File: src/rtl/usb_fn_irq_pkg.sv
package usb_fn_irq_pkg;

  localparam int REG_W      = 8;
  localparam int STS_W      = 2 * REG_W;
  localparam int ADDR_W     = 3;
  localparam int NUM_IN_EP  = 5;
  localparam int NUM_OUT_EP = 4;

  // status bit placement (decoded by software, so it is fixed)
  localparam int IN_BASE     = 0;
  localparam int OUT_BASE    = 3;
  localparam int ISO_BIT     = 12;
  localparam int BUSRST_BIT  = 13;
  localparam int RESUME_BIT  = 14;
  localparam int SUSPEND_BIT = 15;

  localparam int EN_HI_SUSRES_BIT = 7;
  localparam int CFG_FN_BIT       = 0;
  localparam int CFG_SOF_BIT      = 1;

  localparam int ADDR_STS_LO = 0;
  localparam int ADDR_STS_HI = 1;
  localparam int ADDR_EN_LO  = 2;
  localparam int ADDR_EN_HI  = 3;
  localparam int ADDR_CFG    = 4;

  localparam logic [STS_W-1:0] STS_VALID   = 16'hF3FD;
  localparam logic [REG_W-1:0] EN_LO_WMASK = 8'hFD;
  localparam logic [REG_W-1:0] EN_HI_WMASK = 8'h93;
  localparam logic [STS_W-1:0] BUSRST_ONLY = STS_W'(1) << BUSRST_BIT;

  typedef enum logic [2:0] {
    SEL_STS_LO = 3'd0,
    SEL_STS_HI = 3'd1,
    SEL_EN_LO  = 3'd2,
    SEL_EN_HI  = 3'd3,
    SEL_CFG    = 3'd4,
    SEL_NONE   = 3'd7
  } regSel_e;

  typedef struct packed {
    logic stsLoW1c;
    logic stsHiW1c;
    logic enLoWr;
    logic enHiWr;
    logic cfgWr;
    logic busRst;
  } ctrlStrobe_t;

endpackage

File: src/rtl/usb_fn_irq_ctrl.sv
module usb_fn_irq_ctrl
  import usb_fn_irq_pkg::*;
#(
  parameter int AW = ADDR_W
) (
  input  logic          regWrEn,
  input  logic [AW-1:0] regAddr,
  input  logic          busResetPulse,
  output ctrlStrobe_t   strobe,
  output regSel_e       rdSel
);

  always_comb begin
    if (regAddr == AW'(ADDR_STS_LO))      rdSel = SEL_STS_LO;
    else if (regAddr == AW'(ADDR_STS_HI)) rdSel = SEL_STS_HI;
    else if (regAddr == AW'(ADDR_EN_LO))  rdSel = SEL_EN_LO;
    else if (regAddr == AW'(ADDR_EN_HI))  rdSel = SEL_EN_HI;
    else if (regAddr == AW'(ADDR_CFG))    rdSel = SEL_CFG;
    else                                  rdSel = SEL_NONE;
  end

  always_comb begin
    strobe          = '0;
    strobe.stsLoW1c = regWrEn && (rdSel == SEL_STS_LO);
    strobe.stsHiW1c = regWrEn && (rdSel == SEL_STS_HI);
    strobe.enLoWr   = regWrEn && (rdSel == SEL_EN_LO);
    strobe.enHiWr   = regWrEn && (rdSel == SEL_EN_HI);
    strobe.cfgWr    = regWrEn && (rdSel == SEL_CFG);
    strobe.busRst   = busResetPulse;
  end

endmodule

File: src/rtl/usb_fn_irq_dp.sv
module usb_fn_irq_dp
  import usb_fn_irq_pkg::*;
(
  input  logic                  clk,
  input  logic                  rstN,
  input  ctrlStrobe_t           strobe,
  input  regSel_e               rdSel,
  input  logic [REG_W-1:0]      wrData,
  input  logic [NUM_IN_EP-1:0]  epInReady,
  input  logic [NUM_OUT_EP-1:0] epOutReady,
  input  logic                  isoErrPulse,
  input  logic                  resumePulse,
  input  logic                  suspendPulse,
  input  logic                  sofPulse,
  output logic [REG_W-1:0]      rdData,
  output logic                  fnIrq,
  output logic                  sofIrq
);

  logic [STS_W-1:0] statusQ, statusD, setVec, clrVec, effMask;
  logic [REG_W-1:0] enLoQ, enHiQ;
  logic             fnEnQ, sofEnQ;

  // event sources mapped onto the interleaved status layout
  always_comb begin
    setVec = '0;
    for (int i = 0; i < NUM_IN_EP; i++)  setVec[IN_BASE + 2*i]  = epInReady[i];
    for (int j = 0; j < NUM_OUT_EP; j++) setVec[OUT_BASE + 2*j] = epOutReady[j];
    setVec[ISO_BIT]     = isoErrPulse;
    setVec[BUSRST_BIT]  = strobe.busRst;
    setVec[RESUME_BIT]  = resumePulse;
    setVec[SUSPEND_BIT] = suspendPulse;
  end

  assign clrVec = {({REG_W{strobe.stsHiW1c}} & wrData),
                   ({REG_W{strobe.stsLoW1c}} & wrData)};

  // set has priority over a same-cycle clear; bus reset overrides all
  always_comb begin
    if (strobe.busRst) statusD = BUSRST_ONLY;
    else               statusD = ((statusQ & ~clrVec) | setVec) & STS_VALID;
  end

  always_ff @(posedge clk) begin
    if (!rstN) statusQ <= '0;
    else       statusQ <= statusD;
  end

  always_ff @(posedge clk) begin
    if (!rstN || strobe.busRst) begin
      enLoQ <= '0;
      enHiQ <= '0;
    end else begin
      if (strobe.enLoWr) enLoQ <= wrData & EN_LO_WMASK;
      if (strobe.enHiWr) enHiQ <= wrData & EN_HI_WMASK;
    end
  end

  always_ff @(posedge clk) begin
    if (!rstN) begin
      fnEnQ  <= 1'b0;
      sofEnQ <= 1'b0;
    end else if (strobe.cfgWr) begin
      fnEnQ  <= wrData[CFG_FN_BIT];
      sofEnQ <= wrData[CFG_SOF_BIT];
    end
  end

  always_comb begin
    effMask              = {enHiQ, enLoQ};
    effMask[RESUME_BIT]  = enHiQ[EN_HI_SUSRES_BIT];
    effMask[SUSPEND_BIT] = enHiQ[EN_HI_SUSRES_BIT];
    effMask[BUSRST_BIT]  = 1'b1;
    effMask              = effMask & STS_VALID;
  end

  always_ff @(posedge clk) begin
    if (!rstN) begin
      fnIrq  <= 1'b0;
      sofIrq <= 1'b0;
    end else begin
      fnIrq  <= fnEnQ && (|(statusQ & effMask));
      sofIrq <= sofPulse && sofEnQ;
    end
  end

  always_comb begin
    rdData = '0;
    case (rdSel)
      SEL_STS_LO: rdData = statusQ[REG_W-1:0];
      SEL_STS_HI: rdData = statusQ[STS_W-1:REG_W];
      SEL_EN_LO:  rdData = enLoQ;
      SEL_EN_HI:  rdData = enHiQ;
      SEL_CFG: begin
        rdData[CFG_FN_BIT]  = fnEnQ;
        rdData[CFG_SOF_BIT] = sofEnQ;
      end
      default:    rdData = '0;
    endcase
  end

endmodule

File: src/rtl/usb_fn_irq.sv
module usb_fn_irq
  import usb_fn_irq_pkg::*;
(
  input  logic                  clk,
  input  logic                  rstN,
  input  logic                  regWrEn,
  input  logic [ADDR_W-1:0]     regAddr,
  input  logic [REG_W-1:0]      regWrData,
  output logic [REG_W-1:0]      regRdData,
  input  logic [NUM_IN_EP-1:0]  epInReady,
  input  logic [NUM_OUT_EP-1:0] epOutReady,
  input  logic                  isoErrPulse,
  input  logic                  busResetPulse,
  input  logic                  resumePulse,
  input  logic                  suspendPulse,
  input  logic                  sofPulse,
  output logic                  fnIrq,
  output logic                  sofIrq
);

  ctrlStrobe_t strobe;
  regSel_e     rdSel;

  usb_fn_irq_ctrl #(.AW(ADDR_W)) ctrl_i (
    .regWrEn      (regWrEn),
    .regAddr      (regAddr),
    .busResetPulse(busResetPulse),
    .strobe       (strobe),
    .rdSel        (rdSel)
  );

  usb_fn_irq_dp dp_i (
    .clk         (clk),
    .rstN        (rstN),
    .strobe      (strobe),
    .rdSel       (rdSel),
    .wrData      (regWrData),
    .epInReady   (epInReady),
    .epOutReady  (epOutReady),
    .isoErrPulse (isoErrPulse),
    .resumePulse (resumePulse),
    .suspendPulse(suspendPulse),
    .sofPulse    (sofPulse),
    .rdData      (regRdData),
    .fnIrq       (fnIrq),
    .sofIrq      (sofIrq)
  );

endmodule

File: config.mk
export PLATFORM = sky130hd
export DESIGN_NAME = usb_fn_irq
export DESIGN_NICKNAME = d
export VERILOG_FILES = /design/src/rtl/usb_fn_irq_pkg.sv /design/src/rtl/usb_fn_irq_ctrl.sv /design/src/rtl/usb_fn_irq_dp.sv /design/src/rtl/usb_fn_irq.sv
export SDC_FILE = /design/constraint.sdc
export NUM_CORES = 1
export LEC_CHECK = 0
export CAP_MARGIN = 30
export CORE_MARGIN = 2
export CORE_UTILIZATION = 43
export DETAILED_ROUTE_END_ITERATION = 12
export GPL_ROUTABILITY_DRIVEN = 0
export PLACE_DENSITY = 0.75
export SYNTH_ARGS = -nofsm -noshare
export SYNTH_HDL_FRONTEND = slang
export SYNTH_SLANG_ARGS = --single-unit
File: constraint.sdc
create_clock -name clk -period 1.15 [get_ports clk]
set_input_delay 0.1725 -clock clk [delete_from_list [all_inputs] [get_ports clk]]
set_output_delay 0.1725 -clock clk [all_outputs]
set_load 0.005 [all_outputs]
-- Yosys cells after proc, flatten, opt, wreduce, memory -nomap -nowiden
Index checks and enable logic that the tools add are counted.
- register bits after elaboration: 31
- input port bits: 28
- output and inout bits: 10
- word-level logic and storage cells: 44
- equal/unequal tests: 8
- muxes and demuxes: 8
- bitwise gates (word level): 7
- reductions and logical operators: 13
- operators with widths (cell ; number):
    AND 16 bit ; 2
    one-hot mux 6 bit (4 select lines) ; 1
    AND 8 bit ; 2
    inverter 16 bit ; 1
    bitwise OR 16 bit ; 1
    OR reduction 16 bit ; 1
    2-to-1 mux 14 bit ; 1
    == test 3 x 2 -> 1 bit (second input constant) ; 4
    2-to-1 mux 3 bit ; 4
    one-hot mux 2 bit (5 select lines) ; 1
    logical AND 1 bit ; 7
    == test 3 x 1 -> 1 bit (second input constant) ; 2
    == test 3 bit (second input constant) ; 2
    zero test 3 bit ; 2
    2-to-1 mux 2 bit ; 1
    OR reduction 2 bit ; 1
    zero test 1 bit ; 1
    logical OR 1 bit ; 1
    inverter 1 bit ; 1

-- Depth between registers and ports, before layout
- depth in word-level cells: 13
- depth in mapped cells: 5

-- Modules after synthesis
Synthesis repeated with hierarchy kept, for this count alone.
- cells, all modules: 144
- area total of the unflattened synthesis: 1331.3 um2
- modules (own cells, without submodules) (module ; times used ; cells each ; area each (um2)):
    usb_fn_irq_dp ; 1 ; 135 ; 1238.7
    usb_fn_irq_ctrl ; 1 ; 9 ; 92.6

-- Least setup slack after synthesis
No wires, ideal clock.
- path kind: input to output
- start point: in regAddr[0]
- end point: out regRdData[4]
- data arrival time: 0.988 ns
- required time: 0.978 ns
- setup slack: -0.010 ns
- cell stages on the path: 3
- buffers on the path: 1
- path through: buf_2 mux4_2 nor2b_1
- word-level cells in the longest chain between the ends: 8
- elaborated cells between the ends (all ways): 15
- those cells by class: eq/ne (7); mux (6); reduce/logical (2)
- ends and longest elaborated chain (element ; RTL line ; RTL):
    from (decl) ; usb_fn_irq.sv:7 ; input logic [ADDR_W-1:0] regAddr,
    == test 3 bit ; usb_fn_irq_ctrl.sv:18 ; else if (regAddr == AW'(ADDR_CFG)) rdSel = SEL_CFG;
    2-to-1 mux 2 bit ; usb_fn_irq_ctrl.sv:18 ;
    2-to-1 mux 3 bit ; usb_fn_irq_ctrl.sv:17 ; else if (regAddr == AW'(ADDR_EN_HI)) rdSel = SEL_EN_HI;
    2-to-1 mux 3 bit ; usb_fn_irq_ctrl.sv:16 ; else if (regAddr == AW'(ADDR_EN_LO)) rdSel = SEL_EN_LO;
    2-to-1 mux 3 bit ; usb_fn_irq_ctrl.sv:15 ; else if (regAddr == AW'(ADDR_STS_HI)) rdSel = SEL_STS_HI;
    2-to-1 mux 3 bit * ; usb_fn_irq_ctrl.sv:14 ; if (regAddr == AW'(ADDR_STS_LO)) rdSel = SEL_STS_LO;
    == test 3 x 2 -> 1 bit (tied with other cells) ; usb_fn_irq_dp.sv:89 ; case (rdSel)
    one-hot mux 6 bit (4 select lines) * ; usb_fn_irq_dp.sv:89 ;
    to (decl) ; usb_fn_irq.sv:9 ; output logic [REG_W-1:0] regRdData,
Every way passes the cells marked *; elsewhere a longest branch is shown, timed or not.

-- Worst setup path after layout
- start point: reg dp_i.enHiQ[7]
- end point: out regRdData[7]
- word-level cells in the longest chain between the ends: 1
- ends and longest elaborated chain (element ; RTL line ; RTL):
    from (decl) ; usb_fn_irq_dp.sv:21 ; logic [REG_W-1:0] enLoQ, enHiQ;
    from (signal assigned) ; usb_fn_irq_dp.sv:55 ; if (strobe.enHiWr) enHiQ <= wrData & EN_HI_WMASK;
    one-hot mux 6 bit (4 select lines) ; usb_fn_irq_dp.sv:89 ;
No other way between the ends.

==> impl_metrics.tcl <==
set metrics [dict create \
    synthXorXnorAreaFrac_pct 0 \
    status "complete, but fails checks" \
    diodes 0 \
    grt_max_degree 17 \
    grt_pass1_wl_um 6280 \
    violations "negative setup slack" \
    dieArea_um2 3700 \
    drc 0 \
    place_ws_ns -0.950 \
    area_delta_synth_final_pct 57.7 \
    cts_tree "yes" \
    crit_arrival_ns 1.41 \
    clock_latency_ns 0.35 \
    maxCapViolCount 0 \
    slew_headroom_pct 77.4 \
    async_reset_ff_share_pct 0 \
    p_total_mw 2.09 \
    ys_types 32 \
    pwr_density_cell_nw_per_um2 951 \
    die_w_um 60.9 \
    muxShareOfSynthArea_pct 16.9 \
    cts_buffers 3 \
    hpwlAfterDp_um 3030 \
    reg2reg_to "dp_i.fnIrq" \
    worstHoldEndpoint "dp_i.statusQ[15]" \
    cts_sinks 28 \
    yosys.area_share.simple_pct 19.5 \
    path_class "reg2out" \
    first_pass_iters 4 \
    yosys-top-cells-area "dfxtp_1, mux2i_1, a311oi_1, nor2_1, inv_1" \
    synth_compound_area_share_pct 15.8 \
    p_leak_nw 1.02 \
    drt_iter0_drc 41 \
    timing.fmax_mhz 631 \
    min_from "suspendPulse" \
    post_drt_wl_per_cell_um 14.3 \
    fin_crit_sh_pct 138 \
    io_pins 38 \
    synth_warnings 0 \
    fin_area_um2 2190 \
    final_hold_viol_count 0 \
    start_util_pct 45.5 \
    synthAdderAreaFrac_pct 0 \
    avgSynthCellArea_um2 9.72 \
    detail-route-antenna-nets 0 \
    path_max_fanout 2 \
    worstMarginPinSlew_ns 0.339 \
    r2r-start "dp_i.statusQ[0]" \
    multiInputGateArea_um2 748 \
    cts_hold_buf 0 \
    reg2regPathDepth 4 \
    grt_pass1_vias 1376 \
    holdWs_ns 0.390 \
    hold_depth 3 \
    synth_top_flop_cell "dfxtp_1" \
    r2r_slack_ns 0.04 \
    io_buffers 37 \
    clockBufferDepth 2 \
    clk_pin_slew_ns 0.16 \
    wirelength_um 3840 \
    timing.final.ws_setup_ns -0.435 \
    synth-edff-count 0 \
    rows 20 \
    slew_viol_final 0 \
    layout_min_cycle_time_ns 1.59 \
    yosysSeqAreaShare_pct 40.3 \
    syn-instance-count 143 \
    grt_overflow 0 \
    worstSetupStartpointType "flip-flop" \
    grt_usage_pct 23.8 \
    synth_common_cells "dfxtp_1, nor2_1, mux2i_1" \
    ir_worst_vdd_v 0.000561 \
    postPlaceCellArea_um2 2120 \
    required_ns 0.98 \
    setup_violations 8 \
    yosysMostFrequentCell "dfxtp_1" \
    ys_ff_latch 28 \
    syn-cell-area_um2 1390 \
    fin_skew_ns 0.00633 \
    core_um2 3050 \
    dieHeight_um 60.9 \
    clock-root-buffer "clkbuf_4" \
    via_count 1390 \
    layout.nets 254 \
    cp-end-kind "output port" \
    grt_setup_unrepaired "true" \
    fillCellCount 222 \
    drive_above_1_share_pct 39.1 \
    synth_top_family_by_area "simple AND/OR/NAND/NOR gates" \
    yosys.area.top_type "dfxtp_1" \
    final_core_util_pct 71.8 \
    avgViaCountPerCell 5.17 \
    regArea_um2 577 \
    antenna_found_initial 0 \
    htree_levels 1 \
    hp-class "in2reg" \
    yosysTopAreaCellShare_pct 40.3 \
    synth_nets 171 \
]
==> critical path, stage by stage, from the launching register on <==
cell	delay, ns
dfxtp_2	0.35
mux4_2	0.46
nor2b_1	0.14
buf_2	0.12
==> worst max path at each step <==
stage	start	endpoint
6_report	dp_i.enHiQ[7]	regRdData[7]
4_1_cts	dp_i.enHiQ[7]	regRdData[7]
2_1_floorplan	regAddr[0]	regRdData[4]
3_5_place_dp	regAddr[0]	regRdData[1]
3_3_place_gp	regAddr[0]	regRdData[1]
5_1_grt	dp_i.enHiQ[7]	regRdData[7]
==> what timing repair did <==
action,in CTS,in global routing
buffers inserted,3,0
gates resized for setup,50,12
setup endpoints to repair,37,29
pin swaps,8,10
==> layout by cell type, fill, tap and decap left out, drive strengths merged, types with 3 or more instances in the layout <==
cell type / count
nor2b: 5
clkbuf: 6
clkdlybuf4s50: 23
mux2i: 19
nor2: 25
a311oi: 12
dfxtp: 28
o21ai: 3
a31oi: 3
nand2: 4
inv: 14
buf: 55
==> area by class of cell <==
cell class                 instances  share of cell area, %
clock inverter                     1                   1.37
sequential                        28                   26.3
clock buffer                       3                   1.03
inverter                          14                   2.40
timing repair buffer              86                   32.2
multi-input combinational         93                   34.1
tap                               44                   2.51
==> power by group <==
part,switching [mW],total [mW],internal (mW)
Clock,0.317,0.670,0.353
Combinational,0.166,0.399,0.233
Sequential,0.0151,1.02,1.00
==> logic make-up after synthesis <==
group	count (synthesis)
DFF	28
AOI/OAI and AO/OA	28
buffers and inverters	22
and+or+nand+nor	44
muxes	21
==> state kept, by name, summed over array words and instances (netlist names) <==
signal and cells:
dp_i.enHiQ 4, dp_i.enLoQ 7, dp_i.fnEnQ 1, dp_i.fnIrq 1, dp_i.sofEnQ 1, dp_i.sofIrq 1
dp_i.statusQ 13
==> stage by stage <==
| step | TNS [ns] | instances |
|---|---|---|
| CTS | -2.33 | 270 |
| global route | -2.36 | 269 |
| detailed placement | -23.87 | 263 |
| global placement | -22.77 | 263 |
| floorplan | 0 | 143 |
| finish | -1.83 | 269 |
==> layer usage <==
layer / routed length, µm / vias to the layer above / track usage [%]
met4: 80 / 0 / 10.6
met3: 187 / 6 / 3.84
met1: 1740 / 654 / 31.1
met2: 1840 / 46 / 38.9
met5: 0 / - / 0
li1: - / 684 / -
Note: power is estimated with default switching activity, not from simulation.
